File: src/rtl/kstream_pkg.sv
package kstream_pkg;

    // register lengths of one cell
    localparam int LEN_A = 38;
    localparam int LEN_B = 43;
    localparam int LEN_C = 47;

    // feedback masks, bit j set = stage j is a feedback tap
    localparam logic [LEN_A-1:0] MASK_A = 38'h2000000031;    // stages 37,5,4,0
    localparam logic [LEN_B-1:0] MASK_B = 43'h4000000002C;   // stages 42,5,3,2
    localparam logic [LEN_C-1:0] MASK_C = 47'h400000000010;  // stages 46,4

    typedef enum logic [1:0] {
        ST_IDLE = 2'd0,
        ST_WARM = 2'd1,
        ST_RUN  = 2'd2
    } ks_state_t;

endpackage

File: src/rtl/kstream_lfsr.sv
module kstream_lfsr #(
    parameter int             LEN     = 38,
    parameter logic [LEN-1:0] FB_MASK = '0,
    parameter int             CTL_IDX = LEN / 2
) (
    input  logic           clk,
    input  logic           rst_n,
    input  logic           load,
    input  logic [LEN-1:0] load_val,
    input  logic           shift,
    output logic           ctl_bit,
    output logic           msb
);

    logic [LEN-1:0] st_q;
    logic           fb;

    assign fb      = ^(st_q & FB_MASK);
    assign ctl_bit = st_q[CTL_IDX];
    assign msb     = st_q[LEN-1];

    always_ff @(posedge clk or negedge rst_n) begin
        if (!rst_n) begin
            st_q <= '0;
        end else if (load) begin
            st_q <= load_val;
        end else if (shift) begin
            st_q <= {st_q[LEN-2:0], fb};
        end
    end

    // a load places the presented value in the register
    assert_load_state_R2: assert property (@(posedge clk) disable iff (!rst_n)
        load |=> (st_q == $past(load_val)));

    // nothing moves without a load or shift
    assert_hold_idle_R9: assert property (@(posedge clk) disable iff (!rst_n)
        (!load && !shift) |=> $stable(st_q));

endmodule

File: src/rtl/kstream_cell.sv
module kstream_cell
    import kstream_pkg::*;
#(
    parameter int KEY_W = 128
) (
    input  logic             clk,
    input  logic             rst_n,
    input  logic             load,
    input  logic [KEY_W-1:0] cell_key,
    input  logic             step_en,
    output logic             out_bit
);

    logic tap_a, tap_b, tap_c;
    logic top_a, top_b, top_c;
    logic maj;
    logic en_a, en_b, en_c;

    assign maj  = (tap_a & tap_b) | (tap_a & tap_c) | (tap_b & tap_c);
    assign en_a = step_en & (tap_a ~^ maj);
    assign en_b = step_en & (tap_b ~^ maj);
    assign en_c = step_en & (tap_c ~^ maj);

    assign out_bit = top_a ^ top_b ^ top_c;

    kstream_lfsr #(.LEN(LEN_A), .FB_MASK(MASK_A)) u_reg_a (
        .clk(clk), .rst_n(rst_n), .load(load),
        .load_val(cell_key[LEN_A-1:0]),
        .shift(en_a), .ctl_bit(tap_a), .msb(top_a)
    );

    kstream_lfsr #(.LEN(LEN_B), .FB_MASK(MASK_B)) u_reg_b (
        .clk(clk), .rst_n(rst_n), .load(load),
        .load_val(cell_key[LEN_A+LEN_B-1:LEN_A]),
        .shift(en_b), .ctl_bit(tap_b), .msb(top_b)
    );

    kstream_lfsr #(.LEN(LEN_C), .FB_MASK(MASK_C)) u_reg_c (
        .clk(clk), .rst_n(rst_n), .load(load),
        .load_val(cell_key[KEY_W-1:LEN_A+LEN_B]),
        .shift(en_c), .ctl_bit(tap_c), .msb(top_c)
    );

    // a register outvoted by the majority keeps its taps
    assert_minority_hold_R4: assert property (@(posedge clk) disable iff (!rst_n)
        (step_en && !load && (tap_a != maj)) |=> ($stable(tap_a) && $stable(top_a)));

endmodule

File: src/rtl/kstream_ctrl.sv
module kstream_ctrl
    import kstream_pkg::*;
#(
    parameter int WARMUP = 64,
    parameter int BYTES  = 16
) (
    input  logic                 clk,
    input  logic                 rst_n,
    input  logic                 load,
    input  logic                 step,
    output logic                 step_en,
    output logic                 valid,
    output logic [$clog2(BYTES)-1:0] byte_idx,
    output logic                 byte_last
);

    localparam int WCW = (WARMUP > 1) ? $clog2(WARMUP) : 1;
    localparam int BW  = $clog2(BYTES);
    localparam ks_state_t START_ST = (WARMUP == 0) ? ST_RUN : ST_WARM;

    ks_state_t      state_q, state_d;
    logic [WCW-1:0] wcnt_q;
    logic [BW-1:0]  cnt_q;
    logic           valid_q;
    logic           warm_last;
    logic           emit;

    assign warm_last = (wcnt_q == WCW'(WARMUP - 1));

    // next-state logic
    always_comb begin
        state_d = state_q;
        if (load) begin
            state_d = START_ST;
        end else begin
            unique case (state_q)
                ST_IDLE: state_d = ST_IDLE;
                ST_WARM: if (step && warm_last) state_d = ST_RUN;
                ST_RUN:  state_d = ST_RUN;
                default: state_d = ST_IDLE;
            endcase
        end
    end

    // state register
    always_ff @(posedge clk or negedge rst_n) begin
        if (!rst_n) state_q <= ST_IDLE;
        else        state_q <= state_d;
    end

    // output decode
    always_comb begin
        step_en = 1'b0;
        emit    = 1'b0;
        unique case (state_q)
            ST_IDLE: begin
                step_en = 1'b0;
            end
            ST_WARM: begin
                step_en = step && !load;
            end
            ST_RUN: begin
                step_en = step && !load;
                emit    = step && !load;
            end
            default: begin
                step_en = 1'b0;
            end
        endcase
    end

    // counters and byte valid
    always_ff @(posedge clk or negedge rst_n) begin
        if (!rst_n) begin
            wcnt_q  <= '0;
            cnt_q   <= '0;
            valid_q <= 1'b0;
        end else if (load) begin
            wcnt_q  <= '0;
            cnt_q   <= '0;
            valid_q <= 1'b0;
        end else begin
            valid_q <= emit;
            if (state_q == ST_WARM && step) wcnt_q <= wcnt_q + 1'b1;
            if (valid_q) cnt_q <= (cnt_q == BW'(BYTES - 1)) ? '0 : cnt_q + 1'b1;
        end
    end

    assign valid     = valid_q;
    assign byte_idx  = cnt_q;
    assign byte_last = (cnt_q == BW'(BYTES - 1));

    // no byte before the first load
    assert_idle_silent_R1: assert property (@(posedge clk) disable iff (!rst_n)
        (state_q == ST_IDLE && !load) |=> !valid_q);

    // every valid byte comes from a step taken while running
    assert_valid_source_R5: assert property (@(posedge clk) disable iff (!rst_n)
        valid_q |-> $past(step && !load && state_q == ST_RUN));

    // warm-up steps never yield a byte
    assert_warm_silent_R6: assert property (@(posedge clk) disable iff (!rst_n)
        (state_q == ST_WARM && step && !load) |=> !valid_q);

    // a load restarts the sequence
    assert_load_restart_R8: assert property (@(posedge clk) disable iff (!rst_n)
        load |=> (!valid_q && cnt_q == '0 && state_q == START_ST));

endmodule

File: src/rtl/kstream_gen.sv
module kstream_gen #(
    parameter int NCELL    = 8,
    parameter int KEY_W    = 128,
    parameter int ROT_STEP = 16,
    parameter int WARMUP   = 64
) (
    input  logic             clk,
    input  logic             rst_n,
    input  logic [KEY_W-1:0] key_in,
    input  logic             key_load,
    input  logic             step,
    output logic [NCELL-1:0] ks_byte,
    output logic             ks_valid,
    output logic [KEY_W-1:0] rkey,
    output logic             rkey_ready
);

    localparam int BYTES = KEY_W / NCELL;
    localparam int BW    = $clog2(BYTES);

    logic          step_en;
    logic [BW-1:0] byte_idx;
    logic          byte_last;
    logic [KEY_W-1:0] acc_q;

    kstream_ctrl #(.WARMUP(WARMUP), .BYTES(BYTES)) u_ctrl (
        .clk(clk), .rst_n(rst_n), .load(key_load), .step(step),
        .step_en(step_en), .valid(ks_valid),
        .byte_idx(byte_idx), .byte_last(byte_last)
    );

    for (genvar n = 0; n < NCELL; n++) begin : g_cell
        localparam int ROT = (n * ROT_STEP) % KEY_W;
        logic [KEY_W-1:0] ckey;
        if (ROT == 0) begin : g_norot
            assign ckey = key_in;
        end else begin : g_rot
            assign ckey = {key_in[KEY_W-ROT-1:0], key_in[KEY_W-1:KEY_W-ROT]};
        end
        kstream_cell #(.KEY_W(KEY_W)) u_cell (
            .clk(clk), .rst_n(rst_n), .load(key_load),
            .cell_key(ckey), .step_en(step_en), .out_bit(ks_byte[n])
        );
    end

    // round key assembly
    always_ff @(posedge clk or negedge rst_n) begin
        if (!rst_n) begin
            acc_q      <= '0;
            rkey       <= '0;
            rkey_ready <= 1'b0;
        end else begin
            rkey_ready <= 1'b0;
            if (ks_valid && !key_load) begin
                acc_q[byte_idx*NCELL +: NCELL] <= ks_byte;
                if (byte_last) begin
                    rkey       <= {ks_byte, acc_q[KEY_W-NCELL-1:0]};
                    rkey_ready <= 1'b1;
                end
            end
        end
    end

    // the ready flag is a lone pulse that follows a valid byte
    assert_ready_single_R7: assert property (@(posedge clk) disable iff (!rst_n)
        rkey_ready |=> !rkey_ready);

    assert_ready_follows_R7: assert property (@(posedge clk) disable iff (!rst_n)
        rkey_ready |-> $past(ks_valid));

endmodule

File: config.mk
export PLATFORM = sky130hd
export DESIGN_NAME = kstream_gen
export DESIGN_NICKNAME = d
export VERILOG_FILES = /design/src/rtl/kstream_pkg.sv /design/src/rtl/kstream_lfsr.sv /design/src/rtl/kstream_cell.sv /design/src/rtl/kstream_ctrl.sv /design/src/rtl/kstream_gen.sv
export SDC_FILE = /design/constraint.sdc
export NUM_CORES = 2
export LEC_CHECK = 0
export ABC_AREA = 0
export CAP_MARGIN = 25
export CORE_MARGIN = 2
export CORE_UTILIZATION = 51
export CTS_CLUSTER_SIZE = 20
export DETAILED_ROUTE_END_ITERATION = 7
export PLACE_DENSITY = 0.76
export SLEW_MARGIN = 15
export SYNTH_ARGS = -nofsm -noshare
export SYNTH_HDL_FRONTEND = slang
export SYNTH_SLANG_ARGS = --single-unit
File: constraint.sdc
create_clock -name clk -period 4.9 [get_ports clk]
set_input_delay 0.98 -clock clk [delete_from_list [all_inputs] [get_ports clk]]
set_output_delay 0.98 -clock clk [all_outputs]
set_load 0.03 [all_outputs]
==> results.cfg <==
[logic_synthesis]
synth_edf_count = 0
synth_top_family_by_area = compound AO/OA/AOI/OAI gates
synth-seq-cells = 1286
synthCells = 5683
synthSimpleGateAreaFrac_pct = 15.0
syn_area_per_cell_um2 = 9.54
synth_fa_ha_area_share_pct = 0.185
async_flop_share_pct = 100
synth_compound_area_share_pct = 16.4
synth_area_leaders = dfrtp_1 (59%), a21oi_1 (10%), nand2_1 (10%)
synth_mux_area_share_pct = 2.49
synth_area_um2 = 54200
yosys.area.top_type = dfrtp_1
synth.net_count = 5823
netlist.area_leader.share_pct = 59.3
yosys_warnings = 0
seq_area_frac_synth_pct = 59.3
synth_top_flop_cell = dfrtp_1
synth_cell_types = 53
synth_xor_area_share_pct = 1.35

[power_and_ir_drop]
combinationalPowerShare_pct = 16.8
p_seq_share_pct = 46.7
switching_share_pct = 30.0
switching_power_uw = 8400
powerDensity_nw_per_um2 = 448
p_int_uw = 19600
total_power_uw = 28000
clkPwrFrac_pct = 36.5
peakVddDrop_v = 0.000423
p_leak_uw = 0.0290

[timing]
timing_hold_violations_final = 0
setup_ws_ns = 0.851
max_freq_mhz = 247
fin_crit_sh_pct = 82.6
fin_skew_ns = 0.0319
tightestPinTransition_ns = 1.14
slew_headroom_pct = 23.9
slew_viol_final = 0
fin_setup_tns_ns = 0
rsz0062_at_grt = no
finalCriticalPeriod_ns = 4.05
setup_viol = 0

[routing]
dr.pass1.iters = 8
antenna_left = 0
drtIter0Drc = 4521
drc = 64
via_per_inst = 5.98
vias = 43700
wl_per_cell_um = 21.0
routed_wl_um = 154000

[clock_network]
cts_tree = done
cts_hold_buf = 0
cts_buffer_depth = 3
clkTransAtPathRegs_ns = 0.06
clk_latency_ns = 0.75
clkSinkCount = 1286
cts-buffers-inserted = 133
h-tree-depth = 4
postCtsSetupBuffers = 0
cts_root_buffer = clkbuf_16
ctsResizeCount = 0

[job]
cap_violations = 0

[layout]
syn2layout_area_growth_pct = 15.4
nNetsFinal = 5944
drive_gt1_share_pct = 8.12

[critical_path]
reg2reg_from = u_ctrl.state_q[0]
path_class = flop to primary output
rr_endpoint = g_cell[0].u_cell.u_reg_a.st_q[20]
worst_path_most_repeated_cell = xnor2_1
worstSetupStartpointType = flop
cp_num_cells = 4
end_kind = primary output
critPathTopFamily = XOR/XNOR gates
slowest_delay_ns = 0.73
crit_chain = xnor2_1 -> xnor2_1 -> inv_1 -> clkdlybuf4s50_1
crit_start = g_cell[3].u_cell.u_reg_b.st_q[42]
cp_max_fo = 3
worstSetupEndpoint = ks_byte[3]
path_buf_inv = 2
r2r_cells = 7
worstPathRequired_ns = 3.92
crit_slowest_cell = xnor2_1
r2r_slack_ns = 1.65
crit_arrival_ns = 3.07

[floorplanning]
start_util_pct = 51.4
die_area_um2 = 109000
design.core.area_um2 = 105000
io_pins = 270
fp-row-count = 119
fp.dieH_um = 330
fp.dieW_um = 330

[global_routing]
antenna_found_initial = 4
grt_use_met2_pct = 42.5
top_usage_layer = met2
grt_use_total_pct = 28.0
use_met1_pct = 38.4
grt_pass1_vias = 41500
grt_pass1_wl_um = 239000
gr-total-overflow = 0
grt_max_degree = 183
met3_usage_pct = 7.03

[place]
dpl.hpwl_um = 96400
port_buffers = 269
place_congestion = 0.869
preCtsSetupSlack_ns = 0.793

[status]
violations = DRC
status = finished with violations

[min_path]
hp-class = primary input to asynchronous set/reset pin
-- synth_stat cells (7+ instances only) --
library cell	count
a21oi_1	1093
a221oi_1	14
a31oi_1	41
and3b_1	9
buf_1	9
buf_2	111
buf_4	20
clkbuf_1	261
dfrtp_1	1286
ha_1	8
inv_1	276
mux2_1	7
mux2_2	106
mux2i_1	8
nand2_1	1449
nand2b_1	12
nand3_1	298
nand3b_1	11
nor2_1	163
nor3b_1	10
nor4_1	8
o211a_1	8
o211ai_1	13
o21a_1	17
o21ai_0	59
o21ai_2	7
o311ai_0	260
or3_1	8
xnor2_1	37
xnor3_1	8
xor2_1	26
-- power groups by stage --
stage                     Sequential (µW)  Clock [µW]  Combinational [µW]
final                               13100       10200                4700
after global routing                13200       10800                5220
after CTS                           13100       10400                4660
after detailed placement            13200           0                4630
after global placement              13200           0                4460
after floorplan                     12800           0                3250
-- cell families after synthesis --
kind of cell,after synthesis
simple gates,1993
mux,121
fa+ha+maj,8
xor+xnor,71
compound gates,1523
flops,1286
buf+inv,681
-- per-layer routing --
metal | share of wire (%) | vias to the layer above
met5 | 0.027 | -
met4 | 4.2 | 6
met3 | 9.8 | 384
met2 | 46 | 1993
met1 | 40 | 21700
li1 | - | 19600
-- cell type report --
type	instances	area [µm²]
antenna	1	2.50
sequential	1286	32200
clock inverter	53	579
timing repair buffer	391	3810
multi-input combinational	3716	19400
clock buffer	189	3830
inverter	276	1040
fill	8536	42900
tap	1391	1740
-- cells in the final DEF, fill, tap and decap left out, types with 9 or more instances in the layout --
cell type / synthesis / final
o21a_1: 17 / 13
nor3b_1: 10 / 9
clkinv_2: 0 / 25
a221oi_1: 14 / 14
buf_4: 20 / 106
nor2_1: 163 / 163
and3b_1: 9 / 9
a21oi_1: 1093 / 1093
xor2_1: 26 / 26
mux2_2: 106 / 106
xnor2_1: 37 / 37
o21ai_0: 59 / 59
o311ai_0: 260 / 260
inv_1: 276 / 274
nand2b_1: 12 / 12
clkbuf_16: 0 / 134
o211ai_1: 13 / 13
nand2_1: 1449 / 1449
clkbuf_8: 0 / 27
a31oi_1: 41 / 41
nand3_1: 298 / 298
dfrtp_1: 1286 / 1286
clkdlybuf4s50_1: 0 / 267
clkbuf_1: 261 / 28
nand3b_1: 11 / 11
buf_12: 0 / 14
-- state kept, by name, indices dropped and copies added (netlist names) --
signal                      flops
u_ctrl.wcnt_q                   6
u_ctrl.state_q                  2
rkey                          128
g_cell.u_cell.u_reg_b.st_q    344
u_ctrl.byte_idx                 4
g_cell.u_cell.u_reg_c.st_q    376
g_cell.u_cell.u_reg_a.st_q    304
acc_q                         120
rkey_ready                      1
u_ctrl.valid                    1
-- metrics by stage --
step	utilization [%]	hold slack, ns	instance area (µm²)	instances
after floorplan	-	0.433	54200	5683
after global placement	55.0	0.440	58000	7044
after detailed placement	55.1	0.446	58100	7054
after CTS	59.3	0.319	62500	7296
after global routing	59.3	0.332	62600	7302
final	59.3	0.281	62600	7303
-- worst min path at each step --
stage          startpoint   endpoint  cells after the start
2_1_floorplan  acc_q[100]  rkey[100]                      2
3_3_place_gp    acc_q[61]   rkey[61]                      2
3_5_place_dp    acc_q[17]   rkey[17]                      2
4_1_cts             rst_n  acc_q[78]                      1
5_1_grt             rst_n   rkey[74]                      1
6_report            rst_n  acc_q[41]                      1
(Power assumes the default switching activity.)
